[src/rtl/clkseq_pkg.sv]
package clkseq_pkg;
   typedef struct packed {
      logic       mult;
      logic       spread;
      logic [1:0] rate;
   } cfg_t;
   localparam int CFG_W = $bits(cfg_t);
endpackage

[src/rtl/clkseq_sync.sv]
module clkseq_sync #(
   parameter int W      = 1,
   parameter int STAGES = 2
) (
   input  logic         clk,
   input  logic         rst_n,
   input  logic [W-1:0] d_i,
   output logic [W-1:0] q_o
);
   generate
      if (STAGES < 2) begin : g_bad_stages
         $error("clkseq_sync: STAGES must be at least 2");
      end
   endgenerate

   logic [W-1:0] stg [STAGES];

   always_ff @(posedge clk or negedge rst_n) begin
      if (!rst_n) begin
         for (int i = 0; i < STAGES; i++) stg[i] <= '0;
      end else begin
         stg[0] <= d_i;
         for (int i = 1; i < STAGES; i++) stg[i] <= stg[i-1];
      end
   end

   assign q_o = stg[STAGES-1];
endmodule

[src/rtl/clkseq_cfg_track.sv]
module clkseq_cfg_track
   import clkseq_pkg::*;
#(
   parameter int SYNC_STAGES = 2
) (
   input  logic clk,
   input  logic rst_n,
   input  logic en_pin_i,
   input  cfg_t cfg_pin_i,
   output cfg_t cfg_int_o,
   output logic change_o
);
   cfg_t cfg_sync;
   cfg_t cfg_last;

   clkseq_sync #(.W(CFG_W), .STAGES(SYNC_STAGES)) u_cfg_sync (
      .clk   (clk),
      .rst_n (rst_n),
      .d_i   (cfg_pin_i),
      .q_o   (cfg_sync)
   );

   always_ff @(posedge clk or negedge rst_n) begin
      if (!rst_n) cfg_last <= '0;
      else        cfg_last <= cfg_sync;
   end

   assign change_o  = (cfg_sync != cfg_last);
   // configuration seen by the core is forced low straight from the pin
   assign cfg_int_o = en_pin_i ? cfg_sync : '0;
endmodule

[src/rtl/clkseq_lock_timer.sv]
module clkseq_lock_timer #(
   parameter int LOCK_TICKS = 10000,
   localparam int CW = $clog2(LOCK_TICKS + 1)
) (
   input  logic          clk,
   input  logic          rst_n,
   input  logic          tick_i,
   input  logic          restart_i,
   output logic [CW-1:0] cnt_o,
   output logic          done_o
);
   generate
      if (LOCK_TICKS < 1) begin : g_bad_ticks
         $error("clkseq_lock_timer: LOCK_TICKS must be at least 1");
      end
   endgenerate

   localparam logic [CW-1:0] LOAD = CW'(LOCK_TICKS);

   logic [CW-1:0] cnt_q;

   always_ff @(posedge clk or negedge rst_n) begin
      if (!rst_n)                       cnt_q <= LOAD;
      else if (restart_i)               cnt_q <= LOAD;
      else if (tick_i && cnt_q != '0)   cnt_q <= cnt_q - 1'b1;
   end

   assign cnt_o  = cnt_q;
   assign done_o = (cnt_q == '0);

   AST_RELOAD_ON_RESTART: assert property (@(posedge clk) disable iff (!rst_n)
      restart_i |=> cnt_q == LOAD);
   AST_HOLD_WITHOUT_TICK: assert property (@(posedge clk) disable iff (!rst_n)
      (!tick_i && !restart_i) |=> $stable(cnt_q));
   AST_DONE_STICKS: assert property (@(posedge clk) disable iff (!rst_n)
      (done_o && !restart_i) |=> done_o);
endmodule

[src/rtl/clkseq_pwr_ctrl.sv]
module clkseq_pwr_ctrl #(
   parameter int LOCK_TICKS  = 10000,
   parameter int SYNC_STAGES = 2,
   localparam int CW = $clog2(LOCK_TICKS + 1)
) (
   input  logic       clk,
   input  logic       rst_n,
   input  logic       tick_i,
   input  logic       en_pin_i,
   input  logic       mult_pin_i,
   input  logic       spread_pin_i,
   input  logic [1:0] rate_pin_i,
   output logic       core_pd_o,
   output logic       pad_drive_o,
   output logic       mult_o,
   output logic       spread_o,
   output logic [1:0] rate_o,
   output logic       clk_ok_o
);
   import clkseq_pkg::*;

   generate
      if (SYNC_STAGES < 2) begin : g_bad_sync
         $error("clkseq_pwr_ctrl: SYNC_STAGES must be at least 2");
      end
   endgenerate

   // enable chain: every stage must read high before the wake counts
   logic [SYNC_STAGES-1:0] en_stg;
   always_ff @(posedge clk or negedge rst_n) begin
      if (!rst_n) en_stg <= '0;
      else        en_stg <= {en_stg[SYNC_STAGES-2:0], en_pin_i};
   end
   logic en_settled;
   assign en_settled = &en_stg;

   cfg_t cfg_pin, cfg_int;
   logic cfg_change;
   assign cfg_pin = '{mult: mult_pin_i, spread: spread_pin_i, rate: rate_pin_i};

   clkseq_cfg_track #(.SYNC_STAGES(SYNC_STAGES)) u_cfg (
      .clk       (clk),
      .rst_n     (rst_n),
      .en_pin_i  (en_pin_i),
      .cfg_pin_i (cfg_pin),
      .cfg_int_o (cfg_int),
      .change_o  (cfg_change)
   );

   logic [CW-1:0] tmr_cnt;
   logic          tmr_done;
   logic          restart;
   assign restart = !en_settled || cfg_change;

   clkseq_lock_timer #(.LOCK_TICKS(LOCK_TICKS)) u_tmr (
      .clk       (clk),
      .rst_n     (rst_n),
      .tick_i    (tick_i),
      .restart_i (restart),
      .cnt_o     (tmr_cnt),
      .done_o    (tmr_done)
   );

   assign pad_drive_o = en_pin_i;
   assign core_pd_o   = !en_pin_i;
   assign mult_o      = cfg_int.mult;
   assign spread_o    = cfg_int.spread;
   assign rate_o      = cfg_int.rate;
   assign clk_ok_o    = tmr_done && en_pin_i && en_settled && !cfg_change;

   AST_CFG_ZERO_IN_PD: assert property (@(posedge clk) disable iff (!rst_n)
      !en_pin_i |-> ({mult_o, spread_o, rate_o} == 4'b0000));
   AST_OK_DROPS_WITH_EN: assert property (@(posedge clk) disable iff (!rst_n)
      !en_pin_i |-> !clk_ok_o);
   AST_OK_AFTER_COUNT: assert property (@(posedge clk) disable iff (!rst_n)
      $rose(clk_ok_o) |-> $past(tmr_cnt) == CW'(1));
endmodule

[config.mk]
export PLATFORM = sky130hd
export DESIGN_NAME = clkseq_pwr_ctrl
export DESIGN_NICKNAME = d
export VERILOG_FILES = /design/src/rtl/clkseq_pkg.sv /design/src/rtl/clkseq_sync.sv /design/src/rtl/clkseq_cfg_track.sv /design/src/rtl/clkseq_lock_timer.sv /design/src/rtl/clkseq_pwr_ctrl.sv
export SDC_FILE = /design/constraint.sdc
export NUM_CORES = 1
export LEC_CHECK = 0
export ABC_AREA = 1
export BUFFER_PORTS_ARGS = -buffer_cell sky130_fd_sc_hd__buf_2
export CORE_MARGIN = 5
export CORE_UTILIZATION = 47
export DETAILED_ROUTE_END_ITERATION = 10
export PLACE_DENSITY = 0.69
export SLEW_MARGIN = 40
export SYNTH_ARGS = -nofsm -noshare
export SYNTH_HDL_FRONTEND = slang
export SYNTH_SLANG_ARGS = --single-unit
export TNS_END_PERCENT = 10
[constraint.sdc]
create_clock -name clk -period 1.95 [get_ports clk]
set_clock_uncertainty 0.2 [all_clocks]
set_input_delay 0.0975 -clock clk [delete_from_list [all_inputs] [get_ports clk]]
set_output_delay 0.0975 -clock clk [all_outputs]
set_load 0.1 [all_outputs]
==> metrics.md <==
| Metric | Value |
|---|---|
| Worst R2R Path Depth | 9 |
| Crit path max-delay cell type | dfrtp_1 |
| Top FF cell, synth | dfrtp_1 |
| Drt first pass iters | 4 |
| Die Y | 62.87 um |
| Synth Instances | 151 |
| Vias in the first global route | 1034 |
| GRT Total Usage | 13.86% |
| Hold crit path type | in2async |
| Routability congestion estimate from global placement | 0.8012 |
| Skew-Pair Late Insertion Delay | 330 ps |
| Max_cap viols | 0 |
| Post-Syn Nets | 160 |
| Period utilization | 100.1% |
| Share of the synthesized area in the top cell type | 43.81% |
| # rows | 19 |
| Setup WS post-layout | -2.138 ps |
| Most frequent cell on the critical path | nand2_4 |
| Final nets | 196 |
| DR iter-0 viols | 49 |
| Fraction of registers with async set/reset | 100.0% |
| Syn avg cell area | 8.700 um2 |
| Crit path launch | u_tmr.cnt_o[0] |
| Final Hold Viols | 0 |
| Lkg Pwr | 0.8844 nW |
| Crit path required time | 1650 ps |
| Max-slew violations | 0 |
| Cts bufs inserted | 3 |
| Area delta synth->final | 28.29% |
| Most numerous cell in the Yosys netlist | nand2_1 |
| Post-layout util | 62.19% |
| Die W | 62.87 um |
| Power Dens Cells | 671.1 nW/um2 |
| Vias/cell | 4.880 |
| Post-synth EDFFs | 0 |
| DPL Wire Length | 1795 um |
| Initial core utilization | 48.48% |
| Ant. Diodes | 0 |
| CP Capture Type | primary output |
| Final ANT Viol Nets | 0 |
| Slew @ Worst Pin | 596.3 ps |
| Root buffer cell | clkbuf_4 |
| Synth top cells by count | nand2_1, dfrtp_1, inv_1, nor2_1, nand3_1 |
| Unrepaired setup endpoints after global routing | true |
| CTS max path bufs | 2 |
| Maximum vdd drop | 0.0004642 V |
| Initial antenna violation count | 0 |
| DIE AREA | 3953 um2 |
| IO buf count | 14 |
| Io pins | 15 |
| FF+latch count, synth | 28 |
| RR Startpoint | u_cfg.u_cfg_sync.q_o[1] |
| Final min period | 1952 ps |
| Ys Warns | 0 |
| Yosys cell types | 26 |
| Htree depth | 1 |
| Setup TNS Final | -2.138 ps |
| Largest net degree at the start of global routing | 29 |
| Worst-path maximum fanout | 2 |
| Clk sinks | 28 |
| Post-Route WL | 2604 um |
| Clock transition at the registers of the reported paths | 160 ps |
| Startpoint Class | register |
| Violated checks | setup timing |
| CTS tree | built |
| Global-route wire length before repair | 4353 um |
| Crit path DAT | 1650 ps |
| Library cell with the largest summed area after synthesis | dfrtp_1 |
| Core area | 2710 um2 |
| Pre-CTS setup slack | 285.0 ps |
| # setup viols final | 1 |
| Via count | 1059 |
| Synth Cell Area | 1314 um2 |
| Worst Path Class, Setup | reg2out |
| Largest cells by area after synthesis | dfrtp_1, dfstp_2, nand2_1 |
| Status | complete, but fails checks |
| Slew margin rel. | 60.25% |
| Total Power | 1.131 mW |
| Sequential area share after synthesis | 53.81% |
| Critical Path, Cell by Cell | inv_2, ha_4, nand2_4, nor2_4, nand2_4, nor3_4, buf_12 |
| Grt ovf | 0 |
| Layout cells sized above 1 | 27.42% |
| Routed wire per std cell | 12.00 um |
| Drt drc | 0 |
| Largest stage delay on the critical path | 430 ps |
| Achievable Freq | 512.3 MHz |
==> per-layer routing <==
metal | vias up | global-route usage, % | part of all wire (%)
li1 | 542 | - | -
met1 | 494 | 16.78 | 42
met2 | 18 | 23.72 | 52
met3 | 5 | 2.338 | 3.6
met4 | 0 | 6.366 | 2.1
met5 | - | 0 | 0
==> power breakdown <==
| group | switching (mW) | internal (mW) |
|---|---|---|
| clock network | 0.178 | 0.208 |
| logic | 0.100 | 0.0388 |
| registers | 0.00891 | 0.597 |
==> logic make-up (layout without fill, tap and decap cells) <==
logic type,after synthesis,after routing,share of synthesized area (%)
XOR/XNOR,3,3,2.000
adder cells (fa/ha/maj),1,1,0.9522
AO/OA/AOI/OAI,11,11,4.381
flip-flops,28,28,53.81
buffers and inverters,24,59,7.524
AND/OR/NAND/NOR,84,84,31.33
==> critical path: cells and delay by family, from the launching register on <==
| family | cells | cell delay (ps) |
|---|---|---|
| and+or+nand+nor | 4 | 450 |
| DFF | 1 | 430 |
| adders and majority gates | 1 | 150 |
| buffers and inverters | 2 | 290 |
==> placed cells by master, fill, tap and decap left out, types with 3 or more instances in the layout <==
cell / Yosys / routed
o21ai_0: 5 / 5
nand2_1: 33 / 33
nor2_2: 2 / 3
nand4_1: 3 / 3
nor3_1: 4 / 3
buf_2: 0 / 13
nand3_1: 12 / 11
xor2_1: 3 / 3
dfstp_2: 5 / 5
o21ai_1: 3 / 3
nand2_4: 1 / 3
buf_4: 1 / 11
inv_1: 21 / 19
dlygate4sd3_1: 0 / 7
dfrtp_1: 23 / 23
clkbuf_4: 0 / 3
nor2_1: 21 / 20
==> worst paths after layout <==
check / to / slack (ps)
setup reg to reg: u_tmr.cnt_o[1] / 200
max in group asynchronous: u_cfg.cfg_last[1] / 1090
min in group clk: u_cfg.u_cfg_sync.q_o[3] / 170
setup / recovery: clk_ok_o / -2
hold reg to reg: u_cfg.u_cfg_sync.q_o[3] / 170
hold / removal: u_tmr.cnt_o[0] / 80
==> cell type report <==
type	instances	area (um2)
clock buffers	3	22.52
flip-flops and latches	28	706.9
repair buffers	32	237.7
multi-input cells	99	555.5
well taps	31	38.79
inverters	23	93.84
fillers	237	1025
clock inverters	1	30.03
==> per-stage QoR <==
stage          hold WS [ps]  std cells  instance area, um2
2_1_floorplan        -398.1        151                1343
3_3_place_gp         -67.32        195                1459
3_5_place_dp         -58.74        195                1459
4_1_cts               93.30        215                1659
5_1_grt               142.1        217                1685
6_report              77.22        217                1685
==> what timing repair did <==
item | 4_1_cts | 5_1_grt
setup endpoints to repair | 1 | 9
hold buffers | 7 | 0
endpoints found under the hold margin | 39 | 0
buffers inserted | 9 | 2
gates resized for setup | 3 | 3
pin swaps | 5 | 1
==> sequential cells by signal, summed over array words and instances, names as in the netlist <==
register and cells:
en_stg 2, u_cfg.cfg_last 4, u_cfg.u_cfg_sync.stg 4, u_cfg.u_cfg_sync.q_o 4, u_tmr.cnt_o 14
Note: power is estimated with default switching activity, not from simulation.
